==> config.mk <==
export PLATFORM = sky130hd
export DESIGN_NAME = cecap_top
export DESIGN_NICKNAME = d
export VERILOG_FILES = /design/src/rtl/cecap_pkg.sv /design/src/rtl/cecap_counter.sv /design/src/rtl/cecap_capture.sv /design/src/rtl/cecap_inject.sv /design/src/rtl/cecap_top.sv
export SDC_FILE = /design/constraint.sdc
export NUM_CORES = 1
export LEC_CHECK = 0
export BUFFER_PORTS_ARGS = -buffer_cell sky130_fd_sc_hd__buf_2
export CORE_MARGIN = 2
export CORE_UTILIZATION = 46
export CTS_CLUSTER_DIAMETER = 60
export DETAILED_ROUTE_END_ITERATION = 7
export PLACE_DENSITY = 0.7
export SLEW_MARGIN = 20
export SYNTH_ARGS = -nofsm -noshare
export SYNTH_HDL_FRONTEND = slang
export SYNTH_SLANG_ARGS = --single-unit
==> constraint.sdc <==
create_clock -name clk -period 3.6 [get_ports clk]
set_input_delay 0.54 -clock clk [delete_from_list [all_inputs] [get_ports clk]]
set_output_delay 0.54 -clock clk [all_outputs]
set_load 0.1 [all_outputs]
==> src/rtl/cecap_pkg.sv <==
package cecap_pkg;
    localparam int REG_W = 32;

    typedef enum logic [2:0] {
        RG_CNT  = 3'd0,
        RG_ATTR = 3'd1,
        RG_ADDR = 3'd2,
        RG_LOC  = 3'd3,
        RG_MASK = 3'd4,
        RG_CTL  = 3'd5
    } reg_idx_e;

    typedef struct packed {
        logic [1:0] kind;
        logic       io;
        logic [2:0] txn;
        logic [2:0] src;
    } attr_t;
endpackage

==> src/rtl/cecap_counter.sv <==
module cecap_counter #(
    parameter int W = 16
) (
    input  logic         clk,
    input  logic         rst_n,
    input  logic         clr,
    input  logic         inc,
    output logic [W-1:0] cnt
);
    localparam logic [W-1:0] MAX = {W{1'b1}};

    typedef struct packed {
        logic [W-1:0] cnt;
    } st_t;

    st_t st_d, st_q;

    always_comb begin
        st_d = st_q;
        if (clr) st_d.cnt = '0;
        if (inc && st_d.cnt != MAX) st_d.cnt = st_d.cnt + 1'b1;
    end

    always_ff @(posedge clk) begin
        if (!rst_n) st_q <= '0;
        else        st_q <= st_d;
    end

    assign cnt = st_q.cnt;

    p_sat_hold_r3: assert property (@(posedge clk) disable iff (!rst_n)
        (cnt == MAX && inc && !clr) |=> cnt == MAX);
    p_clear_r4: assert property (@(posedge clk) disable iff (!rst_n)
        (clr && !inc) |=> cnt == '0);
    p_step_r2: assert property (@(posedge clk) disable iff (!rst_n)
        (!clr && inc && cnt != MAX) |=> cnt == $past(cnt) + 1'b1);
endmodule

==> src/rtl/cecap_capture.sv <==
module cecap_capture
    import cecap_pkg::*;
#(
    parameter int IDX_W = 12,
    parameter int WAY_W = 4
) (
    input  logic             clk,
    input  logic             rst_n,
    input  logic             ev,
    input  logic [2:0]       src,
    input  logic [2:0]       txn,
    input  logic [1:0]       kind,
    input  logic [REG_W-1:0] addr,
    input  logic [IDX_W-1:0] idx,
    input  logic [WAY_W-1:0] way,
    input  logic             clr,
    output logic             valid,
    output attr_t            attr,
    output logic [REG_W-1:0] cap_addr,
    output logic [IDX_W-1:0] cap_idx,
    output logic [WAY_W-1:0] cap_way
);
    typedef struct packed {
        logic             valid;
        attr_t            attr;
        logic [REG_W-1:0] addr;
        logic [IDX_W-1:0] idx;
        logic [WAY_W-1:0] way;
    } st_t;

    st_t st_d, st_q;

    always_comb begin
        st_d = st_q;
        if (clr) st_d = '0;
        if (ev && !st_d.valid) begin
            st_d.valid     = 1'b1;
            st_d.attr.src  = src;
            st_d.attr.txn  = txn;
            st_d.attr.kind = kind;
            st_d.attr.io   = (src > 3'd3);
            st_d.addr      = addr;
            st_d.idx       = idx;
            st_d.way       = way;
        end
    end

    always_ff @(posedge clk) begin
        if (!rst_n) st_q <= '0;
        else        st_q <= st_d;
    end

    assign valid    = st_q.valid;
    assign attr     = st_q.attr;
    assign cap_addr = st_q.addr;
    assign cap_idx  = st_q.idx;
    assign cap_way  = st_q.way;

    p_locked_r6: assert property (@(posedge clk) disable iff (!rst_n)
        (valid && !clr) |=> ($stable(attr) && $stable(cap_addr) && $stable(cap_idx) && $stable(cap_way)));
    p_take_r5: assert property (@(posedge clk) disable iff (!rst_n)
        (ev && (!valid || clr)) |=> (valid && cap_addr == $past(addr)));
    p_wipe_r7: assert property (@(posedge clk) disable iff (!rst_n)
        (clr && !ev) |=> (!valid && cap_addr == '0));
endmodule

==> src/rtl/cecap_inject.sv <==
module cecap_inject
    import cecap_pkg::*;
(
    input  logic             clk,
    input  logic             rst_n,
    input  logic             mask_we,
    input  logic             ctl_we,
    input  logic [REG_W-1:0] wdata,
    input  logic             acc_valid,
    input  logic [REG_W-1:0] acc_addr,
    output logic [REG_W-1:0] flip,
    output logic [REG_W-1:0] mask_rd,
    output logic [REG_W-1:0] ctl_rd
);
    localparam int TGT_W = REG_W - 2;

    typedef struct packed {
        logic             armed;
        logic [TGT_W-1:0] tgt;
        logic [REG_W-1:0] mask;
    } st_t;

    st_t  st_d, st_q;
    logic hit;

    always_comb begin
        hit  = acc_valid && st_q.armed && (acc_addr[REG_W-1:2] == st_q.tgt);
        st_d = st_q;
        if (mask_we && !st_q.armed) st_d.mask = wdata;
        if (ctl_we) begin
            st_d.armed = wdata[0];
            st_d.tgt   = wdata[REG_W-1:2];
        end else if (hit) begin
            st_d.armed = 1'b0;
        end
    end

    always_ff @(posedge clk) begin
        if (!rst_n) st_q <= '0;
        else        st_q <= st_d;
    end

    assign flip    = hit ? st_q.mask : '0;
    assign mask_rd = st_q.mask;
    assign ctl_rd  = {st_q.tgt, 1'b0, st_q.armed};

    p_disarm_r11: assert property (@(posedge clk) disable iff (!rst_n)
        (acc_valid && flip != '0 && !ctl_we) |=> ctl_rd[0] == 1'b0);
    p_mask_lock_r9: assert property (@(posedge clk) disable iff (!rst_n)
        ctl_rd[0] |=> $stable(mask_rd));
    p_quiet_r10: assert property (@(posedge clk) disable iff (!rst_n)
        (!ctl_rd[0] || !acc_valid) |-> flip == '0);
endmodule

==> src/rtl/cecap_top.sv <==
module cecap_top
    import cecap_pkg::*;
#(
    parameter int CNT_W = 16,
    parameter int IDX_W = 12,
    parameter int WAY_W = 4
) (
    input  logic             clk,
    input  logic             rst_n,
    input  logic             ev_valid,
    input  logic [2:0]       ev_src,
    input  logic [2:0]       ev_txn,
    input  logic [1:0]       ev_kind,
    input  logic [31:0]      ev_addr,
    input  logic [IDX_W-1:0] ev_index,
    input  logic [WAY_W-1:0] ev_way,
    input  logic             reg_we,
    input  logic [2:0]       reg_idx,
    input  logic [31:0]      reg_wdata,
    output logic [31:0]      reg_rdata,
    input  logic             acc_valid,
    input  logic [31:0]      acc_addr,
    output logic [31:0]      inj_flip
);
    localparam int HALF    = REG_W / 2;
    localparam int N_CNT   = 2;
    localparam int WAY_LSB = HALF;

    logic             cnt_clr, cap_clr, mask_we, ctl_we;
    logic [CNT_W-1:0] cnt_val [N_CNT];
    logic             cap_valid;
    attr_t            cap_attr;
    logic [REG_W-1:0] cap_addr;
    logic [IDX_W-1:0] cap_idx;
    logic [WAY_W-1:0] cap_way;
    logic [REG_W-1:0] mask_rd, ctl_rd;

    always_comb begin
        cnt_clr = reg_we && (reg_idx == RG_CNT)  && reg_wdata[0];
        cap_clr = reg_we && (reg_idx == RG_ATTR) && reg_wdata[0];
        mask_we = reg_we && (reg_idx == RG_MASK);
        ctl_we  = reg_we && (reg_idx == RG_CTL);
    end

    for (genvar g = 0; g < N_CNT; g++) begin : g_cnt
        logic inc;
        assign inc = ev_valid && ((g == 0) ? (ev_kind == 2'd0) : (ev_kind != 2'd0));
        cecap_counter #(.W(CNT_W)) u_cnt (
            .clk   (clk),
            .rst_n (rst_n),
            .clr   (cnt_clr),
            .inc   (inc),
            .cnt   (cnt_val[g])
        );
    end

    cecap_capture #(.IDX_W(IDX_W), .WAY_W(WAY_W)) u_cap (
        .clk      (clk),
        .rst_n    (rst_n),
        .ev       (ev_valid),
        .src      (ev_src),
        .txn      (ev_txn),
        .kind     (ev_kind),
        .addr     (ev_addr),
        .idx      (ev_index),
        .way      (ev_way),
        .clr      (cap_clr),
        .valid    (cap_valid),
        .attr     (cap_attr),
        .cap_addr (cap_addr),
        .cap_idx  (cap_idx),
        .cap_way  (cap_way)
    );

    cecap_inject u_inj (
        .clk       (clk),
        .rst_n     (rst_n),
        .mask_we   (mask_we),
        .ctl_we    (ctl_we),
        .wdata     (reg_wdata),
        .acc_valid (acc_valid),
        .acc_addr  (acc_addr),
        .flip      (inj_flip),
        .mask_rd   (mask_rd),
        .ctl_rd    (ctl_rd)
    );

    always_comb begin
        reg_rdata = '0;
        case (reg_idx)
            RG_CNT: begin
                reg_rdata[CNT_W-1:0]         = cnt_val[0];
                reg_rdata[HALF +: CNT_W]     = cnt_val[1];
            end
            RG_ATTR: begin
                reg_rdata[0]   = cap_valid;
                reg_rdata[3:1] = cap_attr.src;
                reg_rdata[6:4] = cap_attr.txn;
                reg_rdata[7]   = cap_attr.io;
                reg_rdata[9:8] = cap_attr.kind;
            end
            RG_ADDR: reg_rdata = cap_addr;
            RG_LOC: begin
                reg_rdata[IDX_W-1:0]        = cap_idx;
                reg_rdata[WAY_LSB +: WAY_W] = cap_way;
            end
            RG_MASK: reg_rdata = mask_rd;
            RG_CTL:  reg_rdata = ctl_rd;
            default: reg_rdata = '0;
        endcase
    end

    p_reset_r1: assert property (@(posedge clk)
        !rst_n |=> (inj_flip == '0 && ctl_rd == '0 && !cap_valid));
    p_io_flag_r8: assert property (@(posedge clk) disable iff (!rst_n)
        cap_valid |-> (cap_attr.io == (cap_attr.src > 3'd3)));
endmodule

**Word-level counts from Yosys, hierarchy flattened**

Cells that the tools add are included.

- $lt $le $gt $ge: 1
- Add/subtract/negate cells: 2
- Reductions and logical operators: 21
- Mux-type cells: 14
- Equal/unequal tests: 8

Operators by type and width:

| cell | number |
|---|---|
| 58-bit two-way mux | 2 |
| 16-bit two-way mux | 4 |
| 10-bit one-hot mux with 6 select lines | 1 |
| 12-bit one-hot mux with 4 select lines | 1 |
| 16-bit by 1-bit adder with 16-bit output, second input constant | 2 |
| 32-bit two-way mux | 1 |
| 16-bit inequality test, second input constant | 2 |
| 30-bit == test | 1 |
| 4-bit one-hot mux with 5 select lines | 1 |
| 4-bit one-hot mux with 4 select lines | 1 |
| 1-bit logical AND | 14 |
| 2-bit one-hot mux with 5 select lines | 1 |
| 3-bit by 2-bit == test with 1-bit output, second input constant | 2 |
| 3-bit == test, second input constant | 2 |
| 2-bit nonzero test | 3 |
| 3-bit by 1-bit == test with 1-bit output, second input constant | 1 |
| 3-bit by 2-bit greater-than comparator with 1-bit output, second input constant | 1 |
| 3-bit logical NOT | 1 |
| 1-bit logical NOT | 2 |
| 2-bit logical NOT | 1 |
| 1-bit two-way mux | 2 |

- Word-level logic and storage cells: 59
- Output and inout bits: 64
- Register bits after elaboration: 153

**Depth between registers and ports, before layout**

- Depth in word-level cells: 7
- Depth in mapped cells: 8

**Modules after synthesis**

Synthesis repeated with hierarchy kept, for this count alone.

- Cell total of the unflattened synthesis: 977
- Area total of the unflattened synthesis: 8335.5 µm²

By module, submodules not included:

| module | cells each | area each (µm²) | instances |
|---|---|---|---|
| cecap_inject | 320 | 2921.6 | 1 |
| cecap_capture | 258 | 2347.3 | 1 |
| cecap_counter | 99 | 857.1 | 2 |
| cecap_top | 201 | 1352.5 | 1 |

**Worst setup path after synthesis**

OpenSTA, ideal clock, no wires.

- Path kind: input port to output port
- Start: in reg_idx[1]
- End: out reg_rdata[2]
- Data arrival time: 3.654 ns
- Data required time: 3.060 ns
- Path buffers: 3
- Stages on the path: 6
- Slack: -0.594 ns
- Cells stage by stage: buf_2 > nor2b_1 > buf_2 > clkbuf_1 > a221oi_1 > a211oi_1

- Longest elaborated chain between the ends: 2
- Elaborated cells on any way between the ends: 7
- Classes of those cells: eq/ne: 5; mux: 1; reduce/logical: 1

Ends and longest elaborated chain:

| item | line | source |
|---|---|---|
| start: declaration | cecap_top.sv:18 | `input logic [2:0] reg_idx,` |
| 3-bit == test (tied with other cells) | cecap_top.sv:90 | `case (reg_idx)` |
| 10-bit one-hot mux with 6 select lines * | cecap_top.sv:90 |  |
| end: declaration | cecap_top.sv:20 | `output logic [31:0] reg_rdata,` |

Every way passes the cells marked *; elsewhere a longest branch is shown, timed or not.

**Final worst setup path**

- Start: reg u_inj.st_q (netlist bit u_inj.ctl_rd[26])
- End: out inj_flip[12]

- Longest elaborated chain between the ends: 3

Ends and longest elaborated chain:

| item | line | source |
|---|---|---|
| start: declaration | cecap_inject.sv:23 | `st_t st_d, st_q;` |
| start signal: assignment | cecap_inject.sv:40 | `else st_q <= st_d;` |
| 30-bit == test | cecap_inject.sv:27 | `hit = acc_valid && st_q.armed && (acc_addr[REG_W-1:2] == st_q.tgt);` |
| 1-bit logical AND | cecap_inject.sv:27 |  |
| 32-bit two-way mux | cecap_inject.sv:43 | `assign flip = hit ? st_q.mask : '0;` |
| end: declaration | cecap_top.sv:23 | `output logic [31:0] inj_flip` |

Every way passes these cells.

==> metrics.txt <==
synthesized area a little under 0.008 sq mm; Final ANT Viol Nets 0; Synth area leaders dfxtp_1 (39%), nand2_1 (7.4%), a22oi_1 (6.6%); gr usage total around a quarter; WS Path Type flip-flop to primary output; clk slew on worst S/H paths roughly 0.060 ns; CTS tree built; Layout Nets about 1.2k; Fmax achieved ~330 MHz; clk buf depth 2; Avg Vias per Cell approximately 5.6; Area growth, synth to finish 29.9%; RSZ-0062 raised after global routing no; CP Data Required Time ~3 ns; Hold Vio Cnt, Final 0; EDFF count, synth 0; CP Cell Sequence xor2_1 > nor4_1 > nand4_1 > nor3_4 > buf_4 > and2_1 > buf_12; critical path startpoint category flip-flop; Placer Congestion around 0.9; die area between 0.015 and 0.02 sq mm; cell count after synthesis 926; predominant post-synthesis flop cell dfxtp_1; Clock Skew approximately 0.0085 ns; H-tree depth 4; via count 7321; IO Pins 192; Period minus WS final between 3 and 4 ns; Synth area leader dfxtp_1; actual slew at the worst max-slew pin between 0.7 and 0.8 ns; metal3 WL 1630 um; leakage a little under 4 nW; Period Utilization, post-route a little over four fifths; dpl hpwl about 17000 um; layout cell share with drive strength beyond 1 between 20% and 30%; initial antenna violation count 3; CP arrival approximately 2.5 ns; commonest cells after routing, fill and taps aside nand2_1 (154), dfxtp_1 (153), buf_2 (144); post_cts resized 0; gr ovfl total 0; Site Rows 47; Core Region between 0.015 and 0.02 sq mm; max-cap violations 0; starting DRC count in detailed routing ~740; WL final between 20000 and 25000 um; count of cell types in the netlist between 50 and 60; worst skew pair latency between 0.4 and 0.5 ns; largest net degree at the start of global routing 58; cts hold-fix bufs 0; routed len/inst 18.2 um; Worst Path Buf+Inv 2; Die Y about 130 um; Starting Density roughly 47%; chip width approximately 130 um; worst vdd ir between 0.0003 and 0.0004 V; syn nets between 1k and 1.5k; Hold Slack roughly 0.36 ns; post-synth top area share between 30% and 40%; yosys warns 0; router iterations before antenna repair 5; Seq/Total Area, Yosys 39.0%; M1 WL around 11000 um; Critical Path Slowest Stage Cell nor4_1; endpoint type of the worst setup path primary output; top sig layer met4; root buffer selected by CTS clkbuf_16; vias in the first global route approximately 7k; global-route wire length before repair about 37000 um; residual DRC count 0; fill count around 1.4k; Worst slew margin about 53%; outcome finished clean; met2 WL between 10000 and 15000 um; Setup Buffers After CTS 0; clock sink total 153; final slew viol count 0; crit-path max FO 24; Power Dens Cells about 400 mW/mm^2; port bufs about 190; worst min path class input port to flip-flop; final setup vio count 0; CTS buffer count 17; Avg Synthesized Cell Area around 8.5 sq um; Final TNS setup 0 ns; max incr delay on CP about 0.36 ns; Synth async-reset ratio 0%; Crit path max-delay family simple AND/OR/NAND/NOR gates; Synth Register Bits 153; commonest non-fill, non-tap cell in the layout nand2_1
metal layers:
layer  global-route usage, %  vias up
li1                        -     3569
met1                    37.9     3440
met2                    40.8      275
met3                    4.65       37
met4                    8.60        0
met5                       0        -
metrics by stage:
step | util (%) | area [sq um] | setup WS (ns) | power (W) | instances
3_5_place_dp | 57.8 | 9620 | 0.651 | 0.00236 | 1284
6_report | 61.3 | 10200 | 0.583 | 0.00412 | 1319
5_1_grt | 61.3 | 10200 | 0.439 | 0.00425 | 1319
2_1_floorplan | - | 7860 | 0.124 | 0.00216 | 926
4_1_cts | 61.3 | 10200 | 0.555 | 0.00412 | 1316
3_3_place_gp | 57.8 | 9620 | 0.680 | 0.00235 | 1284
cells in the mapped netlist (3+ instances only):
cell      instances
xor2_1           22
inv_1             6
a221oi_1          6
and3_1            5
a21boi_0         65
nor3_1            9
mux2i_1          39
nand4_1          10
dfxtp_1         153
and4bb_2          3
o21ai_0          18
buf_6             3
xnor2_1          26
or2_2             3
a22oi_1          69
a22o_1            5
nor2b_1          62
mux2_2            8
nor4_1            7
o22ai_1          17
nand3_1          17
nor4_2            3
nand2_1         154
clkbuf_1         33
buf_1             6
nor3b_1           4
nor2_1           45
and2_1           38
a211oi_1          4
buf_2            27
a21oi_1          27
area by class of cell:
class,instances,area [sq um],share of cell area (%)
Inverter,6,22.5,0.221
Timing Repair Buffer,209,1780,17.5
Multi-Input combinational cell,696,4470,43.8
Antenna cell,3,7.51,0.0735
Sequential cell,153,3060,30.0
Clock buffer,24,492,4.82
Clock inverter,8,92.6,0.907
Tap cell,220,275,2.70
worst register-to-register path, delay by kind of cell (launching register included):
kind	cells	cell delay [ns]
AND/OR/NAND/NOR	3	0.87
flip-flops	1	0.33
buffers and inverters	1	0.26
XOR/XNOR	1	0.17
AO/OA/AOI/OAI	1	0.14
path summary, 6_finish.rpt:
path / startpoint / to / slack (ns) / cells past startpoint
max: u_inj.ctl_rd[26] / inj_flip[12] / 0.58 / 7
min: reg_wdata[1] / u_inj.mask_rd[1] / 0.36 / 3
max reg2reg: u_inj.ctl_rd[26] / u_inj.ctl_rd[0] / 1.71 / 6
min reg2reg: u_cap.attr[2] / u_cap.attr[2] / 0.46 / 2
registers in the layout, summed over array words and instances, names as in the netlist:
register / flops
u_cap.cap_idx: 12
u_inj.ctl_rd: 31
u_cap.cap_addr: 32
u_inj.mask_rd: 32
g_cnt.u_cnt.cnt: 32
u_cap.cap_way: 4
u_cap.valid: 1
u_cap.attr: 9
cells by family (layout without fill, tap and decap cells):
kind of cell	after synthesis	count (layout)	share of synthesized area [%]
adders and majority gates	1	1	0.159
DFF	153	153	39.0
other	0	3	0
muxes	47	47	6.11
xor gates and xnor gates	48	48	5.35
buffers and inverters	77	247	4.49
AOI/OAI and AO/OA	227	227	20.8
and+or+nand+nor	373	373	24.1
where the power goes:
| part | total (W) | internal (W) | switching, W |
|---|---|---|---|
| combinational | 0.000539 | 0.000210 | 0.000329 |
| sequential | 0.00179 | 0.00175 | 0.0000412 |
| clock | 0.00179 | 0.00109 | 0.000704 |
No activity file was read; power rests on OpenSTA's default activity.
